<file path="src/rtl/tmr_wavegen.sv">
module tmr_wavegen #(
  parameter int W = 16
) (
  input  logic         clk,
  input  logic         rst_n,
  input  logic         tick,
  input  logic [3:0]   mode,
  input  logic [1:0]   om_a,
  input  logic [1:0]   om_b,
  input  logic         cmpa_we,
  input  logic         cmpb_we,
  input  logic [W-1:0] cmp_wdata,
  input  logic [W-1:0] cap_top,
  input  logic         force_a,
  input  logic         force_b,
  output logic         wave_a,
  output logic         wave_b,
  output logic         oe_a,
  output logic         oe_b,
  output logic         ovf
);
  localparam logic [W-1:0] ZERO  = '0;
  localparam logic [W-1:0] ONE   = {{(W-1){1'b0}}, 1'b1};
  localparam logic [W-1:0] MAXV  = {W{1'b1}};
  localparam logic [W-1:0] TOP8  = {{(W-8){1'b0}}, 8'hFF};
  localparam logic [W-1:0] TOP9  = {{(W-9){1'b0}}, 9'h1FF};
  localparam logic [W-1:0] TOP10 = {{(W-10){1'b0}}, 10'h3FF};

  logic [W-1:0] cnt, top, ocr_a, ocr_b, shd_a, shd_b;
  logic dir;
  logic fast, phase, pwm, at_top, at_bot, upd, hit_a, hit_b;

  assign fast  = mode inside {4'd5, 4'd6, 4'd7, 4'd14, 4'd15};
  assign phase = mode inside {4'd1, 4'd2, 4'd3, 4'd8, 4'd9, 4'd10, 4'd11};
  assign pwm   = fast | phase;

  always_comb begin
    case (mode)
      4'd1, 4'd5:                top = TOP8;
      4'd2, 4'd6:                top = TOP9;
      4'd3, 4'd7:                top = TOP10;
      4'd4, 4'd9, 4'd11, 4'd15:  top = ocr_a;
      4'd8, 4'd10, 4'd12, 4'd14: top = cap_top;
      default:                   top = MAXV;
    endcase
  end

  assign at_top = (cnt == top);
  assign at_bot = (cnt == ZERO);
  assign upd    = tick & pwm & ((mode[3:1] == 3'b100) ? at_bot : at_top);
  assign hit_a  = tick & (cnt == ocr_a);
  assign hit_b  = tick & (cnt == ocr_b);

  assign oe_a = pwm ? (om_a[1] | (om_a == 2'b01 & mode[3])) : (om_a != 2'b00);
  assign oe_b = pwm ? om_b[1] : (om_b != 2'b00);

  always_ff @(posedge clk or negedge rst_n) begin
    if (!rst_n) begin
      cnt <= ZERO;
      dir <= 1'b0;
    end else if (tick) begin
      if (!phase) begin
        dir <= 1'b0;
        cnt <= at_top ? ZERO : cnt + ONE;
      end else if (!dir) begin
        if (!at_top) cnt <= cnt + ONE;
        else if (!at_bot) begin
          dir <= 1'b1;
          cnt <= cnt - ONE;
        end
      end else if (!at_bot) begin
        cnt <= cnt - ONE;
      end else begin
        dir <= 1'b0;
        cnt <= cnt + ONE;
      end
    end
  end

  always_ff @(posedge clk or negedge rst_n) begin
    if (!rst_n) begin
      ocr_a <= ZERO;
      ocr_b <= ZERO;
      shd_a <= ZERO;
      shd_b <= ZERO;
    end else begin
      if (cmpa_we) shd_a <= cmp_wdata;
      if (cmpb_we) shd_b <= cmp_wdata;
      if (!pwm) begin
        if (cmpa_we) ocr_a <= cmp_wdata;
        if (cmpb_we) ocr_b <= cmp_wdata;
      end else if (upd) begin
        ocr_a <= shd_a;
        ocr_b <= shd_b;
      end
    end
  end

  function automatic logic wave_nxt(input logic cur, input logic [1:0] om,
                                    input logic hit, input logic frc, input logic tog_ok);
    logic r;
    r = cur;
    if (!pwm) begin
      if (hit || frc) begin
        case (om)
          2'b01:   r = ~cur;
          2'b10:   r = 1'b0;
          2'b11:   r = 1'b1;
          default: r = cur;
        endcase
      end
    end else if (om == 2'b01) begin
      if (tog_ok && hit) r = ~cur;
    end else if (om[1]) begin
      if (fast) begin
        if (tick && at_top) r = ~om[0];
        else if (hit)       r = om[0];
      end else if (hit) begin
        r = om[0] ^ dir;
      end
    end
    return r;
  endfunction

  always_ff @(posedge clk or negedge rst_n) begin
    if (!rst_n) begin
      wave_a <= 1'b0;
      wave_b <= 1'b0;
      ovf    <= 1'b0;
    end else begin
      wave_a <= wave_nxt(wave_a, om_a, hit_a, force_a, mode[3]);
      wave_b <= wave_nxt(wave_b, om_b, hit_b, force_b, 1'b0);
      ovf    <= tick & (fast ? at_top : (phase ? (at_bot & dir) : (cnt == MAXV)));
    end
  end

  assert_hold_R12: assert property (@(posedge clk) disable iff (!rst_n)
    !tick |=> $stable(cnt));

  assert_fast_wrap_R4: assert property (@(posedge clk) disable iff (!rst_n)
    (tick && fast && at_top) |=> (cnt == ZERO));

  assert_step_R6: assert property (@(posedge clk) disable iff (!rst_n)
    (tick && phase && !at_bot && !at_top) |=>
      ((cnt == $past(cnt) + ONE) || (cnt == $past(cnt) - ONE)));

  assert_ovf_src_R10: assert property (@(posedge clk) disable iff (!rst_n)
    ovf |-> $past(tick));

  assert_wave_quiet_R11: assert property (@(posedge clk) disable iff (!rst_n)
    (!tick && !(force_a && !pwm)) |=> $stable(wave_a));
endmodule

</file>
<file path="config.mk">
export PLATFORM = sky130hd
export DESIGN_NAME = tmr_wavegen
export DESIGN_NICKNAME = d
export VERILOG_FILES = /design/src/rtl/tmr_wavegen.sv
export SDC_FILE = /design/constraint.sdc
export NUM_CORES = 1
export LEC_CHECK = 0
export ABC_AREA = 1
export BUFFER_PORTS_ARGS = -buffer_cell sky130_fd_sc_hd__buf_2
export CAP_MARGIN = 15
export CORE_MARGIN = 1
export CORE_UTILIZATION = 30
export CTS_CLUSTER_DIAMETER = 40
export CTS_CLUSTER_SIZE = 20
export DETAILED_ROUTE_END_ITERATION = 12
export PLACE_DENSITY = 0.53
export RECOVER_POWER = 100
export SETUP_SLACK_MARGIN = 0.02
export SYNTH_ARGS = -nofsm -noshare
export SYNTH_HDL_FRONTEND = slang
export SYNTH_SLANG_ARGS = --single-unit
</file>
<file path="constraint.sdc">
create_clock -name clk -period 4.71 [get_ports clk]
set_input_delay 0.2355 -clock clk [delete_from_list [all_inputs] [get_ports clk]]
set_output_delay 0.2355 -clock clk [all_outputs]
set_load 0.02 [all_outputs]
</file>
==> impl_metrics.toml, run 1 <==
[status]
status = "finished with violations"
violations = "capacitance limit, slew limit"

[logic_synthesis]
synth.area.top_cells = "dfrtp_1 (35%), nand2_1 (16%), o21ai_0 (8.1%), nand3_1 (5.8%), inv_1 (5.5%)"
ys_ff_latch = 84
synth_area_mm2 = 0.00605
yosysSeqAreaShare_pct = 34.8
yosysWarnings = 0
yosysTopAreaCell = "dfrtp_1"
yosysUniqueCellTypes = 40
syn_inst = 905
synth_flop_cell = "dfrtp_1"
synth_edf_count = 0
synth_top_area_share_pct = 34.8
syn_nets = 955
ys_async_sr_fraction_pct = 100
postSynthAreaPerCell_um2 = 6.68

[sta]
post-route-min-period_ps = 3820
hold_viol = 0
grt_setup_unrepaired = "no"
finalSetupViolCount = 0
slew_violations = 44
fin_skew_ps = 13.3
slew_headroom_pct = -65.5
tightest_slew_ps = 2480
fmax_ghz = 0.262
fin_setup_tns_ps = 0
hold_slack_ps = 108
fin_crit_sh_pct = 81.1

[setup_path]
arrival_ps = 4040
cp_max_fo = 32
cp.required_ps = 4930
rrSetupSlack_ps = 1360
crit_path_end_kind = "flip-flop"
worstSetupStartpointType = "input pin"
crit_type = "in -> reg"

[floorplanning]
start_util_pct = 30.9
rows = 51
die_w_um = 144
die_y_um = 144
core_mm2 = 0.0196
io_pins = 52
die_area_mm2 = 0.0207

[route]
viasPerCell = 4.85
firstDrtPassIters = 5
ant_nets = 0
routedWlPerCell_um = 15.0
wirelength_um = 17900
drc_errors = 0
drtIter0Drc = 305
via_count = 5806

[finish]
post-route-util_pct = 34.2
fin_cells = 1197
antenna_cells = 0
area_growth_syn_to_layout_pct = 10.9
final_common_cell = "nand2_1"
drive_above_1_share_pct = 9.23
fillCellCount = 2197
mostFrequentLayoutCells = "nand2_1 (259), o21ai_0 (107), inv_1 (89), dfrtp_1 (84), nor2_1 (74)"
final_nets = 977

[global_route]
grt_usage_pct = 18.6
gr-total-overflow = 0
antenna_found_initial = 0
grt_pass1_wl_um = 29500
grt_pass1_vias = 5423
grt_max_degree = 57

[cts]
htreeDepth = 3
clock-root-buffer = "clkbuf_16"
cts.sinks = 84
numCtsBuffers = 9
clk_latency_ps = 360
cts_resized = 0
cts_tree = "done"
cts_max_path_buffers = 2
cts_setup_buffers = 0
cts_hold_buf = 1
clk_pin_slew_ps = 70

[hold_path]
min_path_type = "in -> reg"

[pwr]
peakVddDrop_mv = 0.174
p_leak_uw = 0.00323
p_per_area_mw_per_mm2 = 396
finalPower_uw = 2660

[placed_design]
placed_cells = 1180
io_buffer_count = 51
gp_congestion = 0.874
hpwl_um = 13700

[run]
drv_cap = 1
## layer usage
metal / routed length [um] / vias to the layer above / track usage, %
li1: - / 2989 / -
met1: 8990 / 2697 / 26.6
met2: 8200 / 110 / 29.5
met3: 615 / 10 / 2.62
met4: 142 / 0 / 3.81
met5: 0 / - / 0
## final timing paths
kind,startpoint,to,depth (start not counted)
min in group asynchronous,rst_n,cnt[7],2
worst max-delay path,mode[3],ocr_b[7],18
worst min-delay path,cmp_wdata[8],shd_a[8],3
max in group asynchronous,rst_n,shd_b[11],3
worst max register to register,cnt[10],ocr_b[7],12
worst min register to register,shd_a[11],shd_a[11],2
## report_power, final
part | internal (uW) | switching [uW]
clock | 373 | 343
combinational | 325 | 556
sequential | 848 | 213
## Yosys cell counts (5+ instances only)
master,count
inv_1,88
xnor2_1,6
dfrtp_1,84
o21ai_1,7
nand2_1,256
buf_2,18
buf_4,8
nor2_2,5
o21ai_2,5
a21oi_1,28
nand4_1,43
nor2_1,75
nand3_1,70
nor3_1,22
nand2_2,5
o21ai_0,98
xor2_1,37
clkbuf_1,17
## kinds of logic after synthesis
family	Yosys count	synth area share [%]
AOI/OAI and AO/OA	149	13.2
xor gates and xnor gates	43	6.23
adders and majority gates	3	0.621
buffers and inverters	141	9.91
DFF	84	34.8
and+or+nand+nor	485	35.3
## critical path, cell delays in order
cell	delay, ps
clkbuf_1	120
inv_1	140
nand2_4	190
nand2_1	260
nor2_1	200
nand2_2	350
nand3_1	170
nand2_1	60
nand2_1	130
nor2_1	80
nand2_1	100
nor2_2	50
nand2_1	370
inv_4	190
o21ai_4	560
nand2_1	550
nand2_1	180
o21ai_0	90
## per-stage QoR
stage | worst slack [ps] | instance area, um^2
CTS | 1270 | 6760
floorplan | 2400 | 6050
global route | 472 | 6710
global placement | 1020 | 6450
detailed placement | 925 | 6450
finish | 892 | 6710
## registers in the layout (all words and copies together) (netlist names)
register,cells
cnt,16
ocr_a,16
ocr_b,16
shd_a,16
shd_b,16
dir,1
ovf,1
wave_a,1
wave_b,1
## layout make-up
type / count / area (um^2) / share of cell area [%]
Multi-Input combinational cell: 680 / 3320 / 49.4
Sequential cell: 84 / 2100 / 31.3
Inverter: 92 / 348 / 5.19
Tap cell: 265 / 332 / 4.94
Timing Repair Buffer: 60 / 314 / 4.68
Clock buffer: 9 / 225 / 3.36
Clock inverter: 7 / 68.8 / 1.03
(Power assumes the default switching activity.)
==> run 2: changes to the inputs <==
- clock period: 4.71 -> 3.8 ns (I/O delays scaled with it)
==> impl_metrics.toml, run 2 (synthesis gave the netlist of run 1 again) <==
[floorplanning]
rows = 51
core_mm2 = 0.0196
io_pins = 52
start_util_pct = 30.9
die_y_um = 144
die_area_mm2 = 0.0207
die_w_um = 144

[pwr]
power_frac_clock_pct = 27.1
p_leak_uw = 0.00329
intPower_uw = 1990
finalPower_uw = 3330
p_seq_share_pct = 38.3
switchingPower_uw = 1340
p_per_area_mw_per_mm2 = 489
share_comb_of_total_power_pct = 34.6
peakVddDrop_mv = 0.294
swShare_pct = 40.2

[cts]
cts_tree = "done"
clk_latency_ps = 350
clk_pin_slew_ps = 70
cts_max_path_buffers = 2
cts_hold_buf = 1
numCtsBuffers = 9
cts_resized = 0
htreeDepth = 3
cts.sinks = 84
clock-root-buffer = "clkbuf_16"
cts_setup_buffers = 0

[setup_path]
arrival_ps = 3530
regToRegEndpoint = "ocr_b[5]"
cp_max_fo = 32
rrSetupSlack_ps = 730
worstSetupStartpointType = "input pin"
ff2ff_path_depth = 11
crit_type = "in -> reg"
r2r-start = "cnt[15]"
cp.required_ps = 4020
crit_path_end_kind = "flip-flop"

[run]
drv_cap = 1

[status]
status = "finished with violations"
violations = "capacitance limit, slew limit"

[route]
routedWlPerCell_um = 14.8
viasPerCell = 4.84
drc_errors = 0
drtIter0Drc = 393
firstDrtPassIters = 5
ant_nets = 0
via_count = 5833
wirelength_um = 17800

[finish]
area_growth_syn_to_layout_pct = 12.6
final_common_cell = "nand2_1"
drive_above_1_share_pct = 10.7
final_nets = 986
post-route-util_pct = 34.8
antenna_cells = 0
fin_area_mm2 = 0.00681
mostFrequentLayoutCells = "nand2_1 (257), o21ai_0 (106), inv_1 (88), dfrtp_1 (84), nor2_1 (75)"

[hold_path]
min_to = "shd_b[4]"
whs_path_depth = 3
min_path_type = "in -> reg"
hp-start = "cmp_wdata[4]"

[sta]
layout_setup_ws_ps = 492
fin_setup_tns_ps = 0
grt_setup_unrepaired = "no"
tightest_slew_ps = 1670
fin_crit_sh_pct = 87.1
hold_viol = 0
finalSetupViolCount = 0
post-route-min-period_ps = 3310
fin_skew_ps = 8.73
slew_violations = 66
slew_headroom_pct = -11.3
fmax_ghz = 0.302

[placed_design]
dpl-instance-area_mm2 = 0.00652
gp_congestion = 0.934
place_ws_ps = 334
io_buffer_count = 51
hpwl_um = 13800

[global_route]
antenna_found_initial = 0
top_usage_layer = "met2"
use_met2_pct = 28.7
gr-total-overflow = 0
grt_usage_pct = 18.3
grt_pass1_wl_um = 29000
grt_pass1_vias = 5273
grt_max_degree = 66
met1_usage_pct = 26.2
use_met3_pct = 3.05
## run 2: worst max-delay path by stage
| stage | from | end | slack (ps) | cells after the start |
|---|---|---|---|---|
| finish | mode[3] | ocr_b[5] | 490 | 18 |
| CTS | mode[3] | ocr_a[12] | 720 | 17 |
| detailed placement | mode[3] | ocr_a[12] | 330 | 17 |
| global placement | mode[3] | ocr_a[12] | 440 | 17 |
| floorplan | cnt[0] | ocr_a[12] | 1490 | 10 |
| global route | mode[3] | ocr_b[5] | 190 | 19 |
## run 2: worst max-delay path, stage by stage
cell	delay, ps
buf_2	110
inv_2	110
nand2_4	140
nand2_1	320
nor2_1	100
nand2_2	420
nand4_1	160
nand2_1	180
nor2_1	80
nand2_1	100
nor2_2	60
nand2_2	230
inv_4	110
o21ai_4	480
nand2_1	130
clkbuf_2	330
nand2_1	150
o21ai_0	90
## run 2: stage by stage
step,cells,hold slack (ps)
after floorplan,905,-106
after global placement,1189,346
after detailed placement,1189,344
after CTS,1206,63.3
after global routing,1206,75.8
final,1206,75.9
## run 2: power by group through the flow
stage / logic (uW) / clock network, uW / registers [uW]
CTS: 1170 / 934 / 1270
global placement: 1160 / 0 / 1290
global route: 1320 / 972 / 1300
detailed placement: 1160 / 0 / 1290
floorplan: 960 / 0 / 1150
finish: 1150 / 904 / 1280
## run 2: layout make-up
type,count,area (um^2)
multi-input cells,680,3340
fillers,2186,12800
clock buffers,13,280
clock inverters,3,26.3
well taps,265,332
inverters,92,348
repair buffers,69,378
flip-flops and latches,84,2100
## run 2: per-layer routing
metal  part of all wire [%]  routed length (um)
met3                    4.3                 771
met2                     45                8100
met4                   0.84                 150
met5                      0                   0
met1                     49                8800
==> run 3: changes to the inputs <==
- CORE_MARGIN: 1 -> 10
- SETUP_SLACK_MARGIN: 0.02 -> 0.5
==> impl_metrics.toml, run 3 (synthesis gave the netlist of run 1 again) <==
[status]
status = "finished with violations"
violations = "capacitance limit, slew limit"

[floorplanning]
rows = 51
start_util_pct = 30.8
core_mm2 = 0.0197
io_pins = 52
die_y_um = 162
die_w_um = 162
die_area_mm2 = 0.0262

[route]
wirelength_um = 18500
firstDrtPassIters = 5
ant_nets = 0
via_count = 5817
routedWlPerCell_um = 15.4
drc_errors = 0
drtIter0Drc = 410
viasPerCell = 4.84

[sta]
fmax_ghz = 0.326
slew_violations = 65
fin_skew_ps = 9.80
layout_setup_ws_ps = 730
grt_setup_unrepaired = "no"
slew_headroom_pct = -8.51
tightest_slew_ps = 1630
post-route-min-period_ps = 3070
fin_setup_tns_ps = 0
finalSetupViolCount = 0
hold_viol = 0
fin_crit_sh_pct = 80.8

[finish]
fin_cells = 1201
post-route-util_pct = 34.5
final_common_cell = "nand2_1"
antenna_cells = 0
final_nets = 981
area_growth_syn_to_layout_pct = 12.0
drive_above_1_share_pct = 10.1
mostFrequentLayoutCells = "nand2_1 (257), o21ai_0 (105), inv_1 (89), dfrtp_1 (84), nor2_1 (76)"

[placed_design]
hpwl_um = 14200
gp_congestion = 0.911
placed_cells = 1183
place_ws_ps = 297
io_buffer_count = 51

[cts]
cts.sinks = 84
clk_pin_slew_ps = 70
cts_setup_buffers = 0
clk_latency_ps = 350
numCtsBuffers = 9
htreeDepth = 3
cts_tree = "done"
clock-root-buffer = "clkbuf_16"
cts_max_path_buffers = 2

[setup_path]
crit_path_end_kind = "flip-flop"
r2r-start = "cnt[0]"
ff2ff_path_depth = 11
arrival_ps = 3350
crit_type = "in -> reg"
cp_max_fo = 32
worstSetupStartpointType = "input pin"
startpoint = "mode[3]"
cp.required_ps = 4090

[pwr]
p_leak_uw = 0.00327
finalPower_uw = 3330
peakVddDrop_mv = 0.242
p_per_area_mw_per_mm2 = 492

[hold_path]
whs_path_depth = 3
hp-start = "cmp_wdata[4]"
min_path_type = "in -> reg"

[run]
drv_cap = 1

[global_route]
grt_max_degree = 65
grt_pass1_vias = 5702
antenna_found_initial = 0
gr-total-overflow = 0
grt_usage_pct = 14.0
grt_pass1_wl_um = 30000
[run 3: worst max-delay path, stage by stage]
cell and delay [ps]:
buf_2 100, inv_1 180, nand2_4 180, nand2_1 320
nor2_1 120, nand2_4 270, nand3_1 120, nand2_1 70
nand2_1 90, nor2_1 140, nand2_1 90, nor2_1 180
nand2_2 220, inv_4 270, o21ai_4 170, nand2_1 110
buf_4 260, nand2_1 120, o21ai_1 90
[run 3: through the flow]
step                instance area (um^2)  hold slack (ps)
finish                              6770             70.3
global route                        6770             74.0
CTS                                 6780             59.2
detailed placement                  6470              342
global placement                    6470              347
floorplan                           6050             -106
[run 3: final timing paths]
check                                  to  slack, ps
worst max-delay path             ocr_b[5]        730
worst min-delay path             shd_a[4]         70
worst max register to register   ocr_b[5]        950
worst min register to register  shd_b[15]        520
max in group asynchronous       shd_b[13]       1250
min in group asynchronous          cnt[3]        780
[run 3: layout make-up]
class | count | area, um^2
fillers | 2239 | 12900
multi-input cells | 681 | 3360
flip-flops and latches | 84 | 2100
inverters | 92 | 348
repair buffers | 63 | 337
well taps | 265 | 332
clock buffers | 9 | 225
clock inverters | 7 | 73.8
[run 3: per-layer routing]
metal / track usage, % / wire (um) / share of wire, % / up-vias
li1: - / - / - / 2994
met1: 19.3 / 8950 / 48 / 2675
met2: 22.2 / 8430 / 46 / 131
met3: 2.50 / 889 / 4.8 / 17
met4: 3.39 / 220 / 1.2 / 0
met5: 0 / 0 / 0 / -
[run 3: power breakdown]
| part | switching, uW | internal (uW) | total (uW) |
|---|---|---|---|
| Clock | 398 | 516 | 914 |
| Combinational | 708 | 409 | 1120 |
| Sequential | 249 | 1050 | 1300 |
| Total | 1360 | 1980 | 3330 |
[run 3: what timing repair did]
action                                 CTS  global route
setup endpoints to repair                0            33
endpoints found under the hold margin   63             0
hold buffers                             1             0
gates resized for setup                  0             2
